[src/rtl/pfr_pkg.sv]
package pfr_pkg;
  typedef enum logic [1:0] {
    S_RST  = 2'd0,
    S_IDLE = 2'd1,
    S_WAIT = 2'd2
  } pfr_state_e;

  // wait length chosen for a new access
  function automatic int unsigned pick_wait(input logic in_page,
                                            input int unsigned t_init,
                                            input int unsigned t_page);
    return in_page ? t_page : t_init;
  endfunction

  function automatic int unsigned max3(input int unsigned a, input int unsigned b,
                                       input int unsigned c);
    int unsigned m;
    m = (a > b) ? a : b;
    return (m > c) ? m : c;
  endfunction
endpackage

[src/rtl/pfr_wait_cnt.sv]
module pfr_wait_cnt #(
  parameter int unsigned CW      = 4,
  parameter int unsigned RST_VAL = 4
) (
  input  logic          clk,
  input  logic          rst_i,
  input  logic          load_i,
  input  logic [CW-1:0] load_val_i,
  input  logic          dec_i,
  output logic [CW-1:0] cnt_o,
  output logic          last_o
);
  logic [CW-1:0] cnt_q;

  always_ff @(posedge clk) begin
    if (rst_i)                        cnt_q <= CW'(RST_VAL);
    else if (load_i)                  cnt_q <= load_val_i;
    else if (dec_i && cnt_q != '0)    cnt_q <= cnt_q - 1'b1;
  end

  assign cnt_o  = cnt_q;
  assign last_o = (cnt_q == CW'(1));

  // a countdown is only stepped while something remains to count
  p_dec_nonzero_r3: assert property (@(posedge clk) disable iff (rst_i)
    dec_i |-> cnt_q != '0);
endmodule

[src/rtl/pfr_page_track.sv]
module pfr_page_track #(
  parameter int unsigned TAG_W = 20
) (
  input  logic             clk,
  input  logic             rst_i,
  input  logic             open_i,
  input  logic [TAG_W-1:0] tag_i,
  input  logic             clear_i,
  output logic             hit_o,
  output logic             valid_o
);
  logic [TAG_W-1:0] tag_q;
  logic             valid_q;

  always_ff @(posedge clk) begin
    if (rst_i) begin
      valid_q <= 1'b0;
      tag_q   <= '0;
    end else if (open_i) begin
      valid_q <= 1'b1;
      tag_q   <= tag_i;
    end else if (clear_i) begin
      valid_q <= 1'b0;
    end
  end

  assign hit_o   = valid_q && (tag_q == tag_i);
  assign valid_o = valid_q;

  // a clear without a concurrent open leaves no page behind
  p_clear_forgets_r6: assert property (@(posedge clk) disable iff (rst_i)
    clear_i && !open_i |=> !valid_o);
endmodule

[src/rtl/pfr_idle_timer.sv]
module pfr_idle_timer #(
  parameter int unsigned IDLE_LIMIT = 16
) (
  input  logic clk,
  input  logic rst_i,
  input  logic run_i,
  output logic expire_o
);
  localparam int unsigned IW = (IDLE_LIMIT < 2) ? 1 : $clog2(IDLE_LIMIT + 1);

  logic [IW-1:0] cnt_q;

  assign expire_o = run_i && (cnt_q == IW'(IDLE_LIMIT - 1));

  always_ff @(posedge clk) begin
    if (rst_i || !run_i || expire_o) cnt_q <= '0;
    else                             cnt_q <= cnt_q + 1'b1;
  end

  // the count never passes the limit
  p_no_overflow_r6: assert property (@(posedge clk) disable iff (rst_i)
    cnt_q < IW'(IDLE_LIMIT));
endmodule

[src/rtl/pflash_rd_ctrl.sv]
module pflash_rd_ctrl
  import pfr_pkg::*;
#(
  parameter int unsigned ADDR_W     = 23,
  parameter int unsigned DATA_W     = 16,
  parameter int unsigned WORD_BITS  = 3,
  parameter int unsigned T_INIT     = 8,
  parameter int unsigned T_PAGE     = 3,
  parameter int unsigned IDLE_LIMIT = 16,
  parameter int unsigned RST_CYC    = 4
) (
  input  logic              clk,
  input  logic              rst,
  input  logic              req_valid,
  input  logic [ADDR_W-1:0] req_addr,
  output logic              req_ready,
  output logic              rsp_valid,
  output logic [DATA_W-1:0] rsp_data,
  output logic              fl_ce_n,
  output logic              fl_oe_n,
  output logic              fl_we_n,
  output logic              fl_rst_n,
  output logic [ADDR_W-1:0] fl_addr,
  input  logic [DATA_W-1:0] fl_dq_in
);
  localparam int unsigned TAG_W = ADDR_W - WORD_BITS;
  localparam int unsigned MAXW  = max3(T_INIT, T_PAGE, RST_CYC);
  localparam int unsigned CW    = $clog2(MAXW + 1);

  pfr_state_e        state_q;
  logic              ce_act_q;
  logic [ADDR_W-1:0] addr_q;
  logic              rsp_valid_q;
  logic [DATA_W-1:0] rsp_data_q;

  // named internal events
  logic          accept_ev;
  logic          capture_ev;
  logic          idle_expire;
  logic          page_hit;
  logic          page_valid;
  logic          cnt_last;
  logic          cnt_dec;
  logic [CW-1:0] cnt_val;
  logic [CW-1:0] wait_len;

  assign accept_ev  = (state_q == S_IDLE) && req_valid;
  assign capture_ev = (state_q == S_WAIT) && cnt_last;
  assign cnt_dec    = (state_q == S_RST) || (state_q == S_WAIT);
  assign wait_len   = CW'(pick_wait(page_hit && ce_act_q, T_INIT, T_PAGE));

  pfr_wait_cnt #(.CW(CW), .RST_VAL(RST_CYC)) u_cnt (
    .clk        (clk),
    .rst_i      (rst),
    .load_i     (accept_ev),
    .load_val_i (wait_len),
    .dec_i      (cnt_dec),
    .cnt_o      (cnt_val),
    .last_o     (cnt_last)
  );

  pfr_page_track #(.TAG_W(TAG_W)) u_page (
    .clk     (clk),
    .rst_i   (rst),
    .open_i  (accept_ev),
    .tag_i   (req_addr[ADDR_W-1:WORD_BITS]),
    .clear_i (idle_expire),
    .hit_o   (page_hit),
    .valid_o (page_valid)
  );

  pfr_idle_timer #(.IDLE_LIMIT(IDLE_LIMIT)) u_idle (
    .clk      (clk),
    .rst_i    (rst),
    .run_i    ((state_q == S_IDLE) && ce_act_q && !accept_ev),
    .expire_o (idle_expire)
  );

  always_ff @(posedge clk) begin
    if (rst) begin
      state_q     <= S_RST;
      ce_act_q    <= 1'b0;
      addr_q      <= '0;
      rsp_valid_q <= 1'b0;
      rsp_data_q  <= '0;
    end else begin
      rsp_valid_q <= 1'b0;
      unique case (state_q)
        S_RST: begin
          if (cnt_last) state_q <= S_IDLE;
        end
        S_IDLE: begin
          if (accept_ev) begin
            addr_q   <= req_addr;
            ce_act_q <= 1'b1;
            state_q  <= S_WAIT;
          end else if (idle_expire) begin
            ce_act_q <= 1'b0;
          end
        end
        S_WAIT: begin
          if (cnt_last) begin
            rsp_data_q  <= fl_dq_in;
            rsp_valid_q <= 1'b1;
            state_q     <= S_IDLE;
          end
        end
        default: state_q <= S_RST;
      endcase
    end
  end

  assign req_ready = (state_q == S_IDLE);
  assign rsp_valid = rsp_valid_q;
  assign rsp_data  = rsp_data_q;
  assign fl_ce_n   = !ce_act_q;
  assign fl_oe_n   = (state_q != S_WAIT);
  assign fl_we_n   = 1'b1;
  assign fl_rst_n  = (state_q != S_RST);
  assign fl_addr   = addr_q;

  p_rst_pin_r1: assert property (@(posedge clk) disable iff (rst)
    !fl_rst_n |-> !req_ready && fl_ce_n && fl_oe_n);

  p_oe_needs_ce_r2: assert property (@(posedge clk) disable iff (rst)
    !fl_oe_n |-> !fl_ce_n && fl_rst_n && fl_we_n);

  p_release_r6: assert property (@(posedge clk) disable iff (rst)
    idle_expire |=> fl_ce_n && !page_valid);

  p_sample_enabled_r7: assert property (@(posedge clk) disable iff (rst)
    capture_ev |-> !fl_oe_n && !fl_ce_n && cnt_val == CW'(1));

  p_busy_after_accept_r8: assert property (@(posedge clk) disable iff (rst)
    accept_ev |=> !req_ready && !rsp_valid);

  p_rsp_single_r8: assert property (@(posedge clk) disable iff (rst)
    rsp_valid |=> !rsp_valid);
endmodule

[config.mk]
export PLATFORM = sky130hd
export DESIGN_NAME = pflash_rd_ctrl
export DESIGN_NICKNAME = d
export VERILOG_FILES = /design/src/rtl/pfr_pkg.sv /design/src/rtl/pfr_wait_cnt.sv /design/src/rtl/pfr_page_track.sv /design/src/rtl/pfr_idle_timer.sv /design/src/rtl/pflash_rd_ctrl.sv
export SDC_FILE = /design/constraint.sdc
export NUM_CORES = 1
export LEC_CHECK = 0
export ABC_AREA = 1
export BUFFER_PORTS_ARGS = -buffer_cell sky130_fd_sc_hd__clkbuf_2
export CAP_MARGIN = 15
export CORE_ASPECT_RATIO = 0.75
export CORE_MARGIN = 10
export CORE_UTILIZATION = 53
export DETAILED_ROUTE_END_ITERATION = 7
export PLACE_DENSITY = 0.89
export SKIP_LAST_GASP = 1
export SYNTH_ARGS = -nofsm -noshare
export SYNTH_HDL_FRONTEND = slang
export SYNTH_SLANG_ARGS = --single-unit
[constraint.sdc]
create_clock -name clk -period 1.8 [get_ports clk]
set_input_delay 0.54 -clock clk [delete_from_list [all_inputs] [get_ports clk]]
set_output_delay 0.54 -clock clk [all_outputs]
set_load 0.03 [all_outputs]
==> reports/metrics.csv <==
stage;metric;value;unit
sta;min Tclk post-route;1.712;ns
cts;Clock Pin Slew Worst Setup and Hold Paths;0.09;ns
sta;max-slew violation total from the final report;0;
drt;final WL;5.951;mm
sta;fmax;584.2;MHz
synthesis;Compound-Gate Fraction of Synth Area;0.1483;
synthesis;Synth cell types;27;
finish;sequential cell area;1061;sq um
drt;Via density;4.674;
synthesis;share of the synthesized area in the top cell type;0.4335;
cts;Post-CTS Setup Bufs;0;
drt;DRC viols;0;
synthesis;Post-Synthesis Cells;346;
global_routing;vias in the first global route;2282;
synthesis;net count after synthesis;392;
pwr;power share of the clock group;0.300;
finish;Final Core Density;0.6759;
cts;CTS sink count;53;
global_routing;gr usage total;0.1457;
pwr;switching fraction of total power;0.3019;
placed_design;Post-Place Setup Slack;0.3089;ns
synthesis;Seq/Total Area, Yosys;0.4335;
critical_path;Required @ worst endpoint;1.26;ns
pwr;Comb pwr share;0.220;
pwr;leakage;1.527;nW
global_routing;total gr overflow;0;
cts;CTS tree;yes;
cts;Worst-Skew Late Latency;0.30;ns
synthesis;Post-Synth Simple-Gate Area;0.2725;
drt;routed len/inst;12.19;um
pwr;Flop pwr share;0.480;
finish;filler cell count;382;
sta;final number of hold-violating endpoints;0;
finish;Ant. Diodes;0;
synthesis;top cell type by total area after synthesis;dfxtp_1;
sta;Setup Skew;0.006118;ns
flow_run;max_cap viols;0;
critical_path;Max FO, Critical Path;4;
finish;synth-to-layout area growth;23.36;%
critical_path;critical path type;flip-flop to output pin;
synthesis;main area contributors after synthesis;dfxtp_1 (43%), nand2_1 (12%), inv_1 (7.2%);
synthesis;Post-Syn Area;2447;sq um
pwr;Power Density;913.1;nW/um^2
cts;clock buffer count from CTS;5;
finish;final net count;476;
pwr;Final Power;2.757;mW
floorplan;die span in x;98.47;um
sta;crit share post-route;0.9509;
pwr;Max rail drop VDD;468.9;uV
synthesis;largest family of logic cells by synthesized area;simple AND/OR/NAND/NOR gates;
pwr;Internal;1.925;mW
synthesis;mux cell area share after synthesis;0;
sta;Final Setup Violations;0;
drt;DRT iter0 DRCs;85;
finish;post-route insts no fill;488;
placed_design;Cells after DPL;480;
critical_path;Worst EP arrival;1.17;ns
finish;Multi-input gate area;1110;sq um
placed_design;dpl hpwl;4.695;mm
pwr;P_sw;832.4;uW
drt;1st-pass router iterations;4;
cts;post-cts resize count;0;
cts;Hold Buf Count CTS;0;
sta;RSZ-0062 raised after global routing;no;
critical_path;CP startpoint kind;flip-flop;
status;run status;complete, no violations;
floorplan;Die H;78.85;um
floorplan;die area;7764;sq um
drt;antenna-violating nets left;0;
floorplan;Core ar.;4467;sq um
drt;total number of vias;2281;
cts;clock buffer depth;2;
sta;Final Hold Slack;0.4630;ns
placed_design;GP Congestion;0.8353;
global_routing;initial antenna violation count;0;
synthesis;#FFs+latches synth;53;
synthesis;post-synthesis adder-cell area fraction;0.02045;
floorplan;# IOs;87;
cts;Root Driver;clkbuf_8;
sta;final setup margin;0.08838;ns
floorplan;starting density of the core;0.5479;
synthesis;Synthesis Warnings;0;
sta;TNS Setup;0;ns
synthesis;xor-xnor portion of the synthesized cell area;0.01074;
floorplan;std cell rows;21;
global_routing;pin count of the biggest net entering global routing;31;
critical_path;Worst setup EP type;output pin;
worst_hold_path;type of the worst min-delay path;input pin to flip-flop;
placed_design;dpl cell area;2899;sq um
synthesis;synthesized area per cell;7.073;sq um
global_routing;first-pass GRT wire length;9.756;mm
finish;post-route cell area;3019;sq um
cts;htree depth;2;
finish;ratio of cells with drive above 1 in the final layout;0.2900;
placed_design;number of I/O port buffers;85;
## sequential cells by signal, summed over array words and instances, names as in the netlist
signal and cells:
ce_act_q 1, fl_addr 3, rsp_data 16, rsp_valid 1
state_q 2, u_cnt.cnt_o 4, u_idle.cnt_q 5, u_page.tag_q 20
u_page.valid_o 1
## worst paths after layout
kind	start	end	slack, ns	depth (start not counted)
min reg2reg	u_idle.cnt_q[0]$_SDFF_PP0_	u_idle.cnt_q[0]$_SDFF_PP0_	0.47	1
max	state_q[0]$_SDFFE_PP0P_	req_ready	0.09	3
max reg2reg	u_cnt.cnt_o[1]$_SDFFE_PP0P_	rsp_data[6]$_SDFFE_PP0P_	0.37	7
min	fl_dq_in[10]	rsp_data[10]$_SDFFE_PP0P_	0.46	3
## metal layers
layer  up-vias  global-route usage  share of wire
met5         -                   0              0
met4         0             0.03143         0.0074
met3         4             0.06055           0.10
met2        67              0.2484           0.46
met1       976              0.1681           0.43
li1       1234                   -              -
## power by group through the flow
stage | sequential [mW] | combinational, mW | clock, mW
detailed placement | 1.35 | 0.607 | 0
finish | 1.32 | 0.608 | 0.827
global route | 1.33 | 0.686 | 0.888
CTS | 1.32 | 0.611 | 0.844
global placement | 1.35 | 0.591 | 0
floorplan | 1.40 | 0.376 | 0
## synthesized netlist by cell type
library cell	count
o21ai_0	29
nand2_1	76
nor2_8	1
dfxtp_1	53
or2_2	1
nand3_2	3
ha_1	4
nand2_2	3
inv_2	3
clkbuf_1	5
o21ai_1	11
buf_2	2
clkbuf_2	1
nor3b_2	1
a21oi_1	31
nor2_1	43
nor2_2	12
nor2_4	2
buf_4	2
xnor2_1	2
conb_1	1
xor2_1	1
buf_6	3
o31ai_1	1
inv_1	47
nand3_1	7
inv_4	1
## critical path, cell delays in order, from the launching register on
cell and delay [ns]:
dfxtp_1 0.43, inv_2 0.07, nor2_2 0.14, clkbuf_2 0.23
## cells by family after synthesis
kind of cell | count (synthesis)
compound gates | 72
xor+xnor | 3
fa+ha+maj | 4
buf+inv | 64
flops | 53
other cells | 1
simple gates | 149
## area by class of cell
class	instances	share of cell area
clock inverter	2	0.01243
sequential	53	0.3514
inverter	51	0.06424
clock buffer	6	0.02735
multi-input combinational	229	0.3676
tap	57	0.02362
timing repair buffer	90	0.1533
## placed cells by master, fill, tap and decap left out, drive strengths merged
cell type and n:
bufinv 1, buf 5, xor2 1, nor3b 1, or2 1, o31ai 1
o21ai 40, conb 1, nand2 79, ha 4, clkinvlp 1, dfxtp 53
xnor2 2, nand3 10, clkbuf 91, a21oi 31, inv 51, nor2 58
(Power assumes the default switching activity.)
